--- src/rtl/agen_pkg.sv ---
// Package: shared step codes for the data address generator.
// Assumes a 3-bit step code; unlisted codes mean "no change".
package agen_pkg;

    localparam int STEP_W = 3;

    localparam logic [STEP_W-1:0] STEP_HOLD = 3'd0;
    localparam logic [STEP_W-1:0] STEP_INC1 = 3'd1;
    localparam logic [STEP_W-1:0] STEP_DEC1 = 3'd2;
    localparam logic [STEP_W-1:0] STEP_INC2 = 3'd3;
    localparam logic [STEP_W-1:0] STEP_USRA = 3'd4;
    localparam logic [STEP_W-1:0] STEP_USRB = 3'd5;

endpackage

--- src/rtl/agen_regfile.sv ---
// Module: configuration and pointer storage.
// Holds NPTR pointers plus two increments, the ring bounds and the base.
// Register codes: 0..NPTR-1 pointers, then inc A, inc B, begin, end, base.
// Assumes a config write to a pointer beats a same-cycle post-modification.
module agen_regfile #(
    parameter int AW   = 16,
    parameter int NPTR = 4,
    parameter int SELW = 4,
    parameter int PW   = 2
) (
    input  logic                     clk,
    input  logic                     rst_n,
    input  logic                     wr_en,
    input  logic [SELW-1:0]          wr_sel,
    input  logic [AW-1:0]            wr_data,
    input  logic                     upd_en,
    input  logic [PW-1:0]            upd_idx,
    input  logic [AW-1:0]            upd_val,
    output logic [NPTR-1:0][AW-1:0]  ptr_q,
    output logic [AW-1:0]            inc_a_q,
    output logic [AW-1:0]            inc_b_q,
    output logic [AW-1:0]            ring_lo_q,
    output logic [AW-1:0]            ring_hi_q,
    output logic [AW-1:0]            base_q
);

    localparam logic [SELW-1:0] SEL_INCA = SELW'(NPTR);
    localparam logic [SELW-1:0] SEL_INCB = SELW'(NPTR + 1);
    localparam logic [SELW-1:0] SEL_LO   = SELW'(NPTR + 2);
    localparam logic [SELW-1:0] SEL_HI   = SELW'(NPTR + 3);
    localparam logic [SELW-1:0] SEL_BASE = SELW'(NPTR + 4);

    for (genvar g = 0; g < NPTR; g++) begin : g_ptr
        // Pointer g: reset, config write, or post-modification write-back.
        always_ff @(posedge clk) begin
            if (!rst_n) begin
                ptr_q[g] <= '0;
            end else if (wr_en && (wr_sel == SELW'(g))) begin
                ptr_q[g] <= wr_data;
            end else if (upd_en && (upd_idx == PW'(g))) begin
                ptr_q[g] <= upd_val;
            end
        end
    end

    // Non-pointer registers: loaded only through the write port.
    always_ff @(posedge clk) begin
        if (!rst_n) begin
            inc_a_q   <= '0;
            inc_b_q   <= '0;
            ring_lo_q <= '0;
            ring_hi_q <= '0;
            base_q    <= '0;
        end else if (wr_en) begin
            case (wr_sel)
                SEL_INCA: inc_a_q   <= wr_data;
                SEL_INCB: inc_b_q   <= wr_data;
                SEL_LO:   ring_lo_q <= wr_data;
                SEL_HI:   ring_hi_q <= wr_data;
                SEL_BASE: base_q    <= wr_data;
                default:  ;
            endcase
        end
    end

endmodule

--- src/rtl/agen_postmod.sv ---
// Module: post-modification arithmetic for one pointer value.
// Picks a step, adds it modulo 2^AW, and applies the circular reload
// at either bound depending on the sign of the step. Purely combinational.
module agen_postmod
    import agen_pkg::*;
#(
    parameter int AW = 16
) (
    input  logic [AW-1:0]     cur,
    input  logic [STEP_W-1:0] step_sel,
    input  logic [AW-1:0]     inc_a,
    input  logic [AW-1:0]     inc_b,
    input  logic              circ_en,
    input  logic [AW-1:0]     ring_lo,
    input  logic [AW-1:0]     ring_hi,
    output logic [AW-1:0]     nxt
);

    logic [AW-1:0] delta;
    logic          goes_up;
    logic          goes_dn;

    // Step value selection from the code.
    always_comb begin
        case (step_sel)
            STEP_INC1: delta = AW'(1);
            STEP_DEC1: delta = '1;
            STEP_INC2: delta = AW'(2);
            STEP_USRA: delta = inc_a;
            STEP_USRB: delta = inc_b;
            default:   delta = '0;
        endcase
    end

    // Sign of the step: a zero step moves in neither direction.
    always_comb begin
        goes_dn = delta[AW-1];
        goes_up = !delta[AW-1] && (delta != '0);
    end

    // Sum with circular reload at the bound being crossed.
    always_comb begin
        if (circ_en && goes_up && (cur == ring_hi)) begin
            nxt = ring_lo;
        end else if (circ_en && goes_dn && (cur == ring_lo)) begin
            nxt = ring_hi;
        end else begin
            nxt = cur + delta;
        end
    end

endmodule

--- src/rtl/agen_bankdec.sv ---
// Module: one-hot select decode of a data address.
// The lowest 2^WIN_AW words are an internal window of 2^BANK_AW-word
// slots mirrored onto NBANK banks (slot mod NBANK). Each remaining
// window-sized region above it is one external segment.
module agen_bankdec #(
    parameter int AW      = 16,
    parameter int WIN_AW  = 14,
    parameter int BANK_AW = 10,
    parameter int NBANK   = 6,
    parameter int NEXT    = 3
) (
    input  logic              en,
    input  logic [AW-1:0]     addr,
    output logic [NBANK-1:0]  bank_en,
    output logic [NEXT-1:0]   ext_en
);

    localparam int RW = AW - WIN_AW;
    localparam int SW = WIN_AW - BANK_AW;

    logic [RW-1:0] region;
    logic [SW-1:0] slot;
    logic [SW-1:0] bank_idx;
    logic          in_win;

    // Split the address into region and slot, fold slot onto banks.
    always_comb begin
        region   = addr[AW-1:WIN_AW];
        slot     = addr[WIN_AW-1:BANK_AW];
        bank_idx = slot % SW'(NBANK);
        in_win   = (region == '0);
    end

    for (genvar b = 0; b < NBANK; b++) begin : g_bank
        assign bank_en[b] = en && in_win && (bank_idx == SW'(b));
    end

    for (genvar e = 0; e < NEXT; e++) begin : g_ext
        assign ext_en[e] = en && (region == RW'(e + 1));
    end

endmodule

--- src/rtl/data_agen.sv ---
// Module: data address generator top.
// Forms the access address from a pointer (pre-modification value) or
// from base prefix plus instruction offset, writes the stepped pointer
// back on the clock edge, and decodes the address into select lines.
// Assumes addr is consumed combinationally in the access cycle.
module data_agen
    import agen_pkg::*;
#(
    parameter int AW      = 16,
    parameter int NPTR    = 4,
    parameter int OFS_W   = 5,
    parameter int NBANK   = 6,
    parameter int BANK_AW = 10,
    parameter int WIN_AW  = 14,
    localparam int PW     = $clog2(NPTR),
    localparam int SELW   = $clog2(NPTR + 5),
    localparam int NEXT   = (1 << (AW - WIN_AW)) - 1
) (
    input  logic              clk,
    input  logic              rst_n,
    input  logic              wr_en,
    input  logic [SELW-1:0]   wr_sel,
    input  logic [AW-1:0]     wr_data,
    input  logic              acc_en,
    input  logic              acc_direct,
    input  logic [PW-1:0]     ptr_sel,
    input  logic [STEP_W-1:0] step_sel,
    input  logic              circ_en,
    input  logic [OFS_W-1:0]  dir_ofs,
    output logic [AW-1:0]     addr,
    output logic [NBANK-1:0]  bank_en,
    output logic [NEXT-1:0]   ext_en
);

    logic [NPTR-1:0][AW-1:0] ptr_q;
    logic [AW-1:0] inc_a_q, inc_b_q, ring_lo_q, ring_hi_q, base_q;
    logic [AW-1:0] cur_ptr;
    logic [AW-1:0] nxt_ptr;
    logic          upd_en;

    agen_regfile #(
        .AW(AW), .NPTR(NPTR), .SELW(SELW), .PW(PW)
    ) u_regs (
        .clk       (clk),
        .rst_n     (rst_n),
        .wr_en     (wr_en),
        .wr_sel    (wr_sel),
        .wr_data   (wr_data),
        .upd_en    (upd_en),
        .upd_idx   (ptr_sel),
        .upd_val   (nxt_ptr),
        .ptr_q     (ptr_q),
        .inc_a_q   (inc_a_q),
        .inc_b_q   (inc_b_q),
        .ring_lo_q (ring_lo_q),
        .ring_hi_q (ring_hi_q),
        .base_q    (base_q)
    );

    // Source selection and write-back enable for the current access.
    always_comb begin
        cur_ptr = ptr_q[ptr_sel];
        upd_en  = acc_en && !acc_direct;
        if (acc_direct) begin
            addr = {base_q[AW-1:OFS_W], dir_ofs};
        end else begin
            addr = cur_ptr;
        end
    end

    agen_postmod #(.AW(AW)) u_step (
        .cur      (cur_ptr),
        .step_sel (step_sel),
        .inc_a    (inc_a_q),
        .inc_b    (inc_b_q),
        .circ_en  (circ_en),
        .ring_lo  (ring_lo_q),
        .ring_hi  (ring_hi_q),
        .nxt      (nxt_ptr)
    );

    agen_bankdec #(
        .AW(AW), .WIN_AW(WIN_AW), .BANK_AW(BANK_AW),
        .NBANK(NBANK), .NEXT(NEXT)
    ) u_dec (
        .en      (acc_en),
        .addr    (addr),
        .bank_en (bank_en),
        .ext_en  (ext_en)
    );

endmodule

--- config.mk ---
export PLATFORM = sky130hd
export DESIGN_NAME = data_agen
export DESIGN_NICKNAME = d
export VERILOG_FILES = /design/src/rtl/agen_pkg.sv /design/src/rtl/agen_regfile.sv /design/src/rtl/agen_postmod.sv /design/src/rtl/agen_bankdec.sv /design/src/rtl/data_agen.sv
export SDC_FILE = /design/constraint.sdc
export NUM_CORES = 1
export LEC_CHECK = 0
export ABC_CLOCK_PERIOD_IN_PS = 3900
export BUFFER_PORTS_ARGS = -buffer_cell sky130_fd_sc_hd__buf_2
export CAP_MARGIN = 20
export CELL_PAD_IN_SITES_DETAIL_PLACEMENT = 1
export CELL_PAD_IN_SITES_GLOBAL_PLACEMENT = 2
export CORE_ASPECT_RATIO = 1.5
export CORE_MARGIN = 2
export CORE_UTILIZATION = 34
export CTS_BUF_LIST = sky130_fd_sc_hd__clkbuf_8
export CTS_CLUSTER_SIZE = 28
export DETAILED_ROUTE_END_ITERATION = 10
export PLACE_DENSITY_LB_ADDON = 0.1
export SYNTH_ARGS = -nofsm -noshare
export SYNTH_HDL_FRONTEND = slang
export SYNTH_SLANG_ARGS = --single-unit
--- constraint.sdc ---
create_clock -name clk -period 3.9 [get_ports clk]
set_input_delay 0 -clock clk [delete_from_list [all_inputs] [get_ports clk]]
set_output_delay 0 -clock clk [all_outputs]
set_load 0.005 [all_outputs]
==> key figures, run 1 <==
Run status
  – Status: complete, no violations

Global route
  – Initial antenna violation count: 0
  – GRT overflow: 0
  – Largest net degree at the start of global routing: 72
  – Vias in the first global route: between 8,000 and 9,000
  – All-Layer GR Usage: roughly a quarter
  – First-pass GRT wire length: between 40 and 50 mm

Clock network
  – Inserted Clock Buffers: 17
  – Root Buffer Master: clkbuf_8
  – # clock sinks: about 140
  – CTS Buffer Depth: 2
  – H-tree Lvls: 4
  – Worst-Skew Late Latency: approximately 0.48 ns
  – CTS tree: built
  – Reg clk slew, reported paths: ~0.09 ns

Timing
  – Slew Viols, Final: 0
  – Skew final: roughly 0.015 ns
  – RSZ-0062 raised after global routing: no
  – Slew margin rel.: between 30% and 40%
  – PnR worst setup slack: 0.387 ns
  – Setup TNS: 0 ns
  – Hold slack: around 0.064 ns
  – Worst Tran Pin Value: roughly 1 ns
  – Final min period: between 3 and 4 ns
  – Fin crit share: between 90% and 100%
  – F_max: between 0.2 and 0.3 GHz
  – Final setup violation count: 0
  – Final hold vios: 0

Critical path
  – Critical path type: reg2reg
  – Crit. End Element: flop
  – Critical path's largest stage delay: between 0.5 and 0.6 ns
  – Cell Chain, Critical Path: mux4_2 > ha_1 > fa_1 > a211oi_1 > o21ai_0 > a31o_2 > a311oi_1 > a21oi_1 > a211oi_2 > or3_1 > a21oi_1
  – Worst path arrival time: 3.89 ns
  – CP max FO: 4
  – Reg2reg setup slack: 0.39 ns
  – Slowest-stage cell, CP: mux4_2
  – Most used cell, CP: a21oi_1
  – Crit path buf inv count: 0
  – Top delay family on crit path: compound AO/OA/AOI/OAI gates
  – Req. time, crit path: between 4 and 5 ns
  – Crit start category: flop

Logic synthesis
  – Synth Warn #: 0
  – Synth area leaders: dfxtp_1 32%, mux2i_1 7.5%, a21oi_1 5.0%, mux4_2 3.9%, xnor2_1 3.8%
  – Post-synth EDFFs: 0
  – Seq/Total Area, Yosys: between 30% and 40%
  – Flops & latches, synth: about 140
  – Fraction of registers with async set/reset: 0%
  – Leading area contributor after synthesis: dfxtp_1
  – Post-synthesis net count: between 1,000 and 1,500
  – Syn Area/Cell: between 8 and 9 µm²
  – Share of the synthesized area in the top cell type: roughly a third
  – Ys flop type: dfxtp_1
  – Unique cell type count in the Yosys netlist: 67
  – Mapped Area: 8590 µm²
  – Syn Inst Count: ~990

Cells and area
  – Area grow syn2layout: 15.5%
  – Multi-input logic area: 5380 µm²
  – Final net count: 1,098
  – Share of cells above drive strength 1: around 18%
  – Reg area: between 2000 and 3000 µm²
  – FILL cells: ~2,900
  – Fin cells: between 1,000 and 1,500
  – N_diodes: 0

Routing
  – DRT Pass-1 Iters: 4
  – Routed len/inst: about 24 µm
  – Post-route ant nets: 0
  – Routed wire length: around 33 mm
  – DRC errors left: 0
  – DR vias: roughly 7,800
  – DR vias/cell: between 5 and 6
  – First DRT Iteration DRCs: 446

Placement
  – Gpl congestion: between 0.8 and 0.9
  – Pre-CTS setup slack: approximately 0.23 ns
  – DP HPWL: ~24 mm
  – Input/output buffers: 60
  – Placed cell count: around 1,300

Pwr
  – PwrDens: roughly 360 nW/µm²
  – Leakage power figure: between 3 and 4 nW
  – Maximum vdd drop: around 210 µV
  – Pwr Total: between 3 and 4 mW

Die
  – Core box area: roughly 25,000 µm²
  – Die area: approximately 27,000 µm²
  – Die Width: roughly 130 µm
  – Row cnt: between 70 and 80
  – Starting density of the core: approximately a third
  – Io pins: a little over 60
  – Die Ht: slightly below 200 µm

Worst hold path
  – Worst min-delay path category: in2reg

Run
  – Maximum Capacitance Violations: 0
==> path summary, 6_finish.rpt <==
path | startpoint | end | depth (start not counted)
setup / recovery | u_regs.ptr_q[48]$_SDFFE_PN0P_ | u_regs.ptr_q[58]$_SDFFE_PN0P_ | 11
hold / removal | rst_n | u_regs.ptr_q[41]$_SDFFE_PN0P_ | 2
setup reg to reg | u_regs.ptr_q[48]$_SDFFE_PN0P_ | u_regs.ptr_q[58]$_SDFFE_PN0P_ | 11
hold reg to reg | u_regs.inc_a_q[0]$_SDFFE_PN0P_ | u_regs.inc_a_q[0]$_SDFFE_PN0P_ | 2
==> cells in the mapped netlist, types with 9 or more instances <==
cell,number
mux2_2,14
nand2_1,83
xnor2_1,37
o22ai_1,10
nor3_1,24
mux4_2,15
ha_1,16
o31ai_2,9
o21ai_0,47
mux2i_1,64
o211a_1,32
clkbuf_1,60
dfxtp_1,139
nand4_1,17
o21ai_1,28
inv_1,26
a21boi_0,34
nor2_1,37
nor2b_1,46
nand3_1,15
o211ai_1,15
or3_1,16
a21oi_1,85
and3_1,10
o2111ai_1,9
==> per-stage QoR <==
stage          instance area, µm²  utilization, %
6_report                     9920            39.7
5_1_grt                      9920            39.7
4_1_cts                      9790            39.2
3_5_place_dp                 9220            36.9
3_3_place_gp                 9220            36.9
2_1_floorplan                8590               -
==> sequential cells by signal, indices dropped and copies added (netlist names) <==
register / cells
u_regs.inc_a_q: 16
u_regs.ptr_q: 64
u_regs.base_q: 11
u_regs.ring_hi_q: 16
u_regs.inc_b_q: 16
u_regs.ring_lo_q: 16
==> timing repair <==
item                      in CTS  in global routing
hold buffers                  16                  0
hold endpoints to repair     124                  0
gates resized for setup        0                  0
buffers inserted               0                  0
==> metal layers <==
metal | vias to the layer above | track usage, % | wire length (µm)
met3 | 33 | 3.13 | 812
met1 | 3926 | 29.7 | 14000
li1 | 3736 | - | -
met4 | 0 | 8.90 | 820
met5 | - | 0 | 0
met2 | 112 | 46.2 | 17300
==> layout by cell type, fill, tap and decap left out, types with 8 or more instances in the layout <==
cell / instances
buf_2: 59
nand3_1: 15
xnor2_1: 37
clkbuf_8: 20
nor2_1: 34
ha_1: 16
o21ai_1: 28
nand4_1: 17
and3_1: 10
nor2b_1: 46
mux2_2: 14
or3_1: 16
buf_4: 31
o31ai_2: 9
mux4_2: 15
dfxtp_1: 139
xor2_1: 8
nor3_1: 22
o21ai_0: 47
a21boi_0: 34
o211ai_1: 15
a21oi_1: 85
o2111ai_1: 9
dlygate4sd3_1: 16
nand2_1: 83
o211a_1: 32
o22ai_1: 10
inv_1: 27
mux2i_1: 64
==> cell families (layout without fill, tap and decap cells) <==
kind of cell               after synthesis  count (layout)  synth area share [%]
AOI/OAI and AO/OA                      308             308                  24.3
DFF                                    139             139                  32.4
muxes                                   94              94                  13.5
and+or+nand+nor                        284             284                  17.3
xor gates and xnor gates                46              46                  4.78
adders and majority gates               17              17                  2.56
buffers and inverters                  105             170                  5.11
==> worst reg2reg max path, cell delays in order (launching register included) <==
cell and delay (ns):
dfxtp_1 0.32, mux4_2 0.55, ha_1 0.27, fa_1 0.43
a211oi_1 0.28, o21ai_0 0.23, a31o_2 0.30, a311oi_1 0.32
a21oi_1 0.10, a211oi_2 0.38, or3_1 0.18, a21oi_1 0.05
==> area by class of cell <==
class	count	area share, %
Multi-Input combinational cell	749	54.3
Timing Repair Buffer	112	8.40
Sequential cell	139	28.1
Tap cell	328	4.14
Inverter	26	0.984
Clock buffer	20	2.77
Clock inverter	12	1.39
==> power breakdown <==
group | switching (mW) | leakage, nW | internal, mW | total, mW
Clock | 0.637 | 0.200 | 0.624 | 1.26
Combinational | 0.496 | 2.52 | 0.297 | 0.793
Sequential | 0.0224 | 1.12 | 1.46 | 1.48
Total | 1.16 | 3.85 | 2.38 | 3.53
Note: power is estimated with default switching activity, not from simulation.
==> run 2, diff against run 1 <==
- CELL_PAD_IN_SITES_GLOBAL_PLACEMENT: 2 -> 1
==> key figures, run 2 (synthesis gave the netlist of run 1 again) <==
Global route
  – Largest net degree at the start of global routing: 72 (unchanged)
  – Vias in the first global route: 8,145 (was 8,092)
  – First-pass GRT wire length: 49.7 mm (was 49.9 mm)
  – GRT overflow: 0 (unchanged)
  – Initial antenna violation count: 0 (unchanged)
  – All-Layer GR Usage: 24.9% (was 25.1%)

Cells and area
  – Area grow syn2layout: 14.7% (was 15.5%)
  – Share of cells above drive strength 1: 17.5% (was 17.9%)
  – Fin cells: 1,384 (was 1,386)
  – N_diodes: 0 (unchanged)
  – Max FFs per register: 64 (unchanged)
  – Commonest cells after routing, fill and taps aside: 139 x dfxtp_1, 85 x a21oi_1, 83 x nand2_1 (unchanged)
  – Commonest non-fill, non-tap cell in the layout: dfxtp_1 (unchanged)
  – Final net count: 1,098 (unchanged)
  – Largest reg by FF count: u_regs.ptr_q (unchanged)

Routing
  – DRC errors left: 0 (unchanged)
  – Routed len/inst: 23.2 µm (was 23.8 µm)
  – DRT Pass-1 Iters: 4 (unchanged)
  – DR vias/cell: 5.64 (was 5.63)
  – Post-route ant nets: 0 (unchanged)
  – DR vias: 7,803 (was 7,807)
  – First DRT Iteration DRCs: 357 (was 446)
  – Routed wire length: 32.2 mm (was 32.9 mm)

Die
  – Io pins: 61 (unchanged)
  – Die Ht: 199 µm (unchanged)
  – Starting density of the core: 34.4% (unchanged)
  – Core box area: 25,000 µm² (unchanged)
  – Row cnt: 71 (unchanged)
  – Die Width: 134 µm (unchanged)
  – Die area: 26,600 µm² (unchanged)

Run
  – Maximum Capacitance Violations: 0 (unchanged)

Placement
  – Gpl congestion: 0.870 (was 0.832)
  – Input/output buffers: 60 (unchanged)
  – DP HPWL: 23.3 mm (was 23.7 mm)
  – Placed cell count: 1,336 (was 1,333)

Pwr
  – Sw Pwr: 1.12 mW (was 1.16 mW)
  – Net switching share of the total power: 32.0% (was 32.7%)
  – Logic gate share of total power: 22.1% (was 22.4%)
  – Internal power: 2.38 mW (about the same)
  – Leakage power figure: 3.83 nW (was 3.85 nW)
  – Maximum vdd drop: 219 µV (was 208 µV)
  – PwrDens: 356 nW/µm² (about the same)
  – Pwr Total: 3.50 mW (was 3.53 mW)
  – Sequential power share: 42.2% (was 41.9%)
  – Clock share of power: 35.7% (about the same)

Clock network
  – # clock sinks: 139 (unchanged)
  – CTS Buffer Depth: 2 (unchanged)
  – Inserted Clock Buffers: 17 (unchanged)
  – CTS Hold Bufs: 16 (unchanged)
  – Number of gates resized after CTS: 0 (unchanged)
  – Post-CTS Setup Bufs: 0 (unchanged)
  – Reg clk slew, reported paths: 0.09 ns (about the same)
  – Root Buffer Master: clkbuf_8 (unchanged)
  – H-tree Lvls: 4 (unchanged)
  – CTS tree: built (unchanged)
  – Worst-Skew Late Latency: 0.49 ns (was 0.48 ns)

Timing
  – Worst Tran Pin Value: 0.967 ns (was 1.03 ns)
  – F_max: 0.289 GHz (was 0.285 GHz)
  – RSZ-0062 raised after global routing: no (unchanged)
  – Slew Viols, Final: 0 (unchanged)
  – Skew final: 0.0152 ns (was 0.0155 ns)
  – Final hold vios: 0 (unchanged)
  – Fin crit share: 88.8% (was 90.1%)
  – Slew margin rel.: 35.4% (was 31.4%)
  – Final setup violation count: 0 (unchanged)
  – Final min period: 3.46 ns (was 3.51 ns)
  – Hold slack: 0.0879 ns (was 0.0642 ns)
  – Setup TNS: 0 ns (unchanged)

Critical path
  – Worst path arrival time: 3.84 ns (was 3.89 ns)
  – Worst r2r dst: u_regs.ptr_q[8]$_SDFFE_PN0P_ (was u_regs.ptr_q[58]$_SDFFE_PN0P_)
  – CP max FO: 4 (unchanged)
  – Setup crit start: u_regs.ptr_q[48]$_SDFFE_PN0P_ (unchanged)
  – Reg2Reg Depth: 11 (unchanged)
  – Crit. End Element: flop (unchanged)
  – RR Startpoint: u_regs.ptr_q[48]$_SDFFE_PN0P_ (unchanged)
  – Critical path type: reg2reg (unchanged)
  – Critical path's largest stage delay: 0.49 ns (was 0.55 ns)
  – End point of the critical path: u_regs.ptr_q[8]$_SDFFE_PN0P_ (was u_regs.ptr_q[58]$_SDFFE_PN0P_)
  – Crit start category: flop (unchanged)
  – Req. time, crit path: 4.28 ns (about the same)
  – Cell Chain, Critical Path: mux4_2 > ha_1 > fa_1 > a211oi_1 > o21ai_0 > a31o_2 > xnor2_1 > a21oi_1 > o31ai_2 > o21ai_1 > o211a_1 (was mux4_2 > ha_1 > fa_1 > a211oi_1 > o21ai_0 > a31o_2 > a311oi_1 > a21oi_1 > a211oi_2 > or3_1 > a21oi_1)
  – Slowest-stage cell, CP: mux4_2 (unchanged)
  – Reg2reg setup slack: 0.44 ns (was 0.39 ns)

Worst hold path
  – Worst min-delay path category: in2reg (unchanged)

Run status
  – Status: complete, no violations (unchanged)
run 2: critical path, delay by kind of cell (launching register included):
| family | cells | cell delay [ns] |
|---|---|---|
| multiplexers | 1 | 0.49 |
| adder cells (fa/ha/maj) | 2 | 0.70 |
| flip-flops | 1 | 0.32 |
| XOR/XNOR | 1 | 0.16 |
| AO/OA/AOI/OAI | 7 | 1.69 |
run 2: layer usage:
| metal | track usage, % | share of wire [%] |
|---|---|---|
| met1 | 30.0 | 43 |
| met2 | 43.9 | 50 |
| met3 | 3.95 | 2.9 |
| met4 | 10.1 | 3.7 |
| met5 | 0 | 0 |
run 2: cell type report:
class	count	area (µm²)
Sequential cell	139	2780
Multi-Input combinational cell	749	5380
Clock buffer	18	248
Clock inverter	12	151
Inverter	26	97.6
Fill cell	2925	15100
Tap cell	328	410
Timing Repair Buffer	112	786
run 2: through the flow:
stage                     setup WS (ns)  utilization, %  instance area (µm²)
after floorplan                   0.897               -                 8590
after global placement            0.410            37.0                 9240
after detailed placement          0.345            37.0                 9240
after CTS                         0.471            39.3                 9800
after global routing              0.176            39.5                 9850
final                             0.438            39.5                 9850
run 2: power by group through the flow:
stage | combinational [mW] | clock (mW) | sequential (mW)
floorplan | 0.496 | 0 | 1.50
global placement | 0.754 | 0 | 1.51
detailed placement | 0.758 | 0 | 1.51
CTS | 0.773 | 1.28 | 1.48
global route | 0.836 | 1.34 | 1.48
finish | 0.774 | 1.25 | 1.48
run 2: how the worst min path moves through the flow:
stage	cells after the start	startpoint	end	slack, ns
2_1_floorplan	2	acc_en	ext_en[1]	0.07
3_3_place_gp	3	dir_ofs[2]	addr[2]	0.29
3_5_place_dp	3	dir_ofs[2]	addr[2]	0.30
4_1_cts	2	rst_n	u_regs.ptr_q[44]$_SDFFE_PN0P_	0.07
5_1_grt	2	rst_n	u_regs.ptr_q[24]$_SDFFE_PN0P_	0.1
6_report	2	rst_n	u_regs.ptr_q[56]$_SDFFE_PN0P_	0.09
==> run 3, diff against run 2 <==
- CORE_UTILIZATION: 34 -> 35
==> key figures, run 3 (synthesis gave the netlist of run 1 again) <==
Critical path
  – Worst r2r dst: u_regs.ptr_q[58]$_SDFFE_PN0P_ (was u_regs.ptr_q[8]$_SDFFE_PN0P_)
  – Reg2Reg Depth: 11 (unchanged)
  – Cell Chain, Critical Path: mux4_2 > ha_1 > fa_1 > a211oi_1 > o21ai_0 > a31o_2 > a311oi_1 > a21oi_1 > a211oi_2 > or3_1 > a21oi_1 (was mux4_2 > ha_1 > fa_1 > a211oi_1 > o21ai_0 > a31o_2 > xnor2_1 > a21oi_1 > o31ai_2 > o21ai_1 > o211a_1)
  – Most used cell, CP: a21oi_1
  – Crit start category: flop (unchanged)
  – CP max FO: 4 (unchanged)
  – Critical path's largest stage delay: 0.49 ns (about the same)
  – Req. time, crit path: 4.27 ns (was 4.28 ns)
  – Critical path type: reg2reg (unchanged)
  – Reg2reg setup slack: 0.38 ns (was 0.44 ns)
  – Worst path arrival time: 3.89 ns (was 3.84 ns)
  – Crit. End Element: flop (unchanged)
  – Slowest-stage cell, CP: mux4_2 (unchanged)
  – RR Startpoint: u_regs.ptr_q[48]$_SDFFE_PN0P_ (unchanged)

Timing
  – RSZ-0062 raised after global routing: no (unchanged)
  – Slew margin rel.: 26.2% (was 35.4%)
  – Setup TNS: 0 ns (unchanged)
  – Final hold vios: 0 (unchanged)
  – Worst Tran Pin Value: 1.11 ns (was 0.967 ns)
  – PnR worst setup slack: 0.384 ns (was 0.438 ns)
  – Slew Viols, Final: 0 (unchanged)
  – Final min period: 3.52 ns (was 3.46 ns)
  – Skew final: 0.0216 ns (was 0.0152 ns)
  – F_max: 0.284 GHz (was 0.289 GHz)
  – Final setup violation count: 0 (unchanged)
  – Hold slack: 0.143 ns (was 0.0879 ns)
  – Fin crit share: 90.1% (was 88.8%)

Pwr
  – Leakage power figure: 3.81 nW (was 3.83 nW)
  – Pwr Total: 3.55 mW (was 3.50 mW)
  – Maximum vdd drop: 248 µV (was 219 µV)
  – PwrDens: 361 nW/µm² (was 356 nW/µm²)

Cells and area
  – Commonest non-fill, non-tap cell in the layout: dfxtp_1 (unchanged)
  – Area grow syn2layout: 14.2% (was 14.7%)
  – N_diodes: 0 (unchanged)
  – Commonest cells after routing, fill and taps aside: 139 x dfxtp_1, 85 x a21oi_1, 83 x nand2_1 (unchanged)
  – Fin cells: 1,378 (was 1,384)
  – Largest reg by FF count: u_regs.ptr_q (unchanged)
  – Final Core Density: 40.4% (was 39.5%)
  – Max FFs per register: 64 (unchanged)
  – Share of cells above drive strength 1: 17.4% (was 17.5%)
  – FILL cells: 2,886 (was 2,925)
  – Final net count: 1,094 (was 1,098)
  – Post-route cell area: 9810 µm² (was 9850 µm²)

Global route
  – All-Layer GR Usage: 24.9% (about the same)
  – Largest net degree at the start of global routing: 90 (was 72)
  – First-pass GRT wire length: 49.2 mm (was 49.7 mm)
  – Vias in the first global route: 8,256 (was 8,145)
  – GRT overflow: 0 (unchanged)
  – Initial antenna violation count: 0 (unchanged)

Die
  – Die area: 25,800 µm² (was 26,600 µm²)
  – Io pins: 61 (unchanged)
  – Starting density of the core: 35.4% (was 34.4%)
  – Row cnt: 70 (was 71)
  – Core box area: 24,300 µm² (was 25,000 µm²)
  – Die Width: 132 µm (was 134 µm)
  – Die Ht: 196 µm (was 199 µm)

Clock network
  – Number of gates resized after CTS: 0 (unchanged)
  – # clock sinks: 139 (unchanged)
  – CTS tree: built (unchanged)
  – H-tree Lvls: 4 (unchanged)
  – Reg clk slew, reported paths: 0.09 ns (about the same)
  – CTS Buffer Depth: 2 (unchanged)
  – Root Buffer Master: clkbuf_8 (unchanged)
  – Inserted Clock Buffers: 17 (unchanged)
  – Worst-Skew Late Latency: 0.49 ns (about the same)

Routing
  – DRT Pass-1 Iters: 5 (was 4)
  – Met1 wire length: 13.4 mm (was 13.8 mm)
  – DRC errors left: 0 (unchanged)
  – Post-route ant nets: 0 (unchanged)
  – Routed wire length: 31.6 mm (was 32.2 mm)
  – Routed len/inst: 22.9 µm (was 23.2 µm)
  – Routed met3 length: 795 µm (was 946 µm)
  – DR vias/cell: 5.72 (was 5.64)
  – First DRT Iteration DRCs: 462 (was 357)
  – Top sig layer: met4 (unchanged)
  – WL met2: 16.6 mm (was 16.2 mm)
  – DR vias: 7,878 (was 7,803)

Placement
  – DP HPWL: 22.9 mm (was 23.3 mm)
  – Placed cell count: 1,329 (was 1,336)
  – Placed Instance Area: 9210 µm² (was 9240 µm²)
  – Input/output buffers: 60 (unchanged)
  – Gpl congestion: 0.815 (was 0.870)
  – Pre-CTS setup slack: 0.302 ns (was 0.345 ns)

Run status
  – Status: complete, no violations (unchanged)

Worst hold path
  – Hold Path Sink: u_regs.ptr_q[57]$_SDFFE_PN0P_ (was u_regs.ptr_q[56]$_SDFFE_PN0P_)
  – Worst min-delay path category: in2reg (unchanged)
  – HP Start: rst_n (unchanged)
  – WHS Path Cells: 2 (unchanged)

Run
  – Maximum Capacitance Violations: 0 (unchanged)
## run 3: cell count changes in the layout (fill, tap and decap cells not counted)
cell        before  now
buf_4           34   31
buf_16           2    0
inv_6            1    4
buf_8            0    1
nor2_2           5    4
clkinvlp_4       3    4
clkinv_4         2    0
inv_1           28   27
nor2_1          34   35
clkbuf_8        18   19
## run 3: worst max-delay path by stage
stage                                    endpoint  cells past startpoint                           from  slack [ns]
floorplan           u_regs.ptr_q[58]$_SDFFE_PN0P_                     13                     ptr_sel[0]        0.90
global placement    u_regs.ptr_q[58]$_SDFFE_PN0P_                     12                     ptr_sel[0]        0.37
CTS                 u_regs.ptr_q[58]$_SDFFE_PN0P_                     11  u_regs.ptr_q[48]$_SDFFE_PN0P_        0.44
detailed placement  u_regs.ptr_q[58]$_SDFFE_PN0P_                     12                     ptr_sel[0]        0.30
finish              u_regs.ptr_q[58]$_SDFFE_PN0P_                     11  u_regs.ptr_q[48]$_SDFFE_PN0P_        0.38
global route        u_regs.ptr_q[58]$_SDFFE_PN0P_                     11  u_regs.ptr_q[48]$_SDFFE_PN0P_        0.26
## run 3: routing by layer
metal | up-vias | global-route usage (%)
li1 | 3721 | -
met3 | 44 | 3.33
met1 | 3983 | 29.6
met4 | 0 | 8.94
met2 | 130 | 45.6
met5 | - | 0
## run 3: worst max-delay path: cells and delay by family (launching register included)
kind            cells  cell delay, ns
compound gates      7            1.73
fa+ha+maj           2            0.69
flops               1            0.32
mux                 1            0.49
simple gates        1            0.17
## run 3: layout make-up
type                            instances  area, µm²  area share (%)
Tap cell                              324        405            4.13
Inverter                               26       97.6           0.995
Clock buffer                           19        262            2.67
Timing Repair Buffer                  108        723            7.37
Sequential cell                       139       2780            28.4
Clock inverter                         13        164            1.67
Multi-Input combinational cell        749       5380            54.8
## run 3: repair_timing
| action | in CTS | in global routing |
|---|---|---|
| hold endpoints to repair | 127 | 0 |
| hold buffers | 16 | 0 |
| setup buffers | 0 | 0 |
## run 3: report_power, final
group	total (mW)	switching, mW	internal (mW)
Clock	1.31	0.638	0.670
Sequential	1.48	0.0226	1.46
Combinational	0.759	0.478	0.281
Total	3.55	1.14	2.41
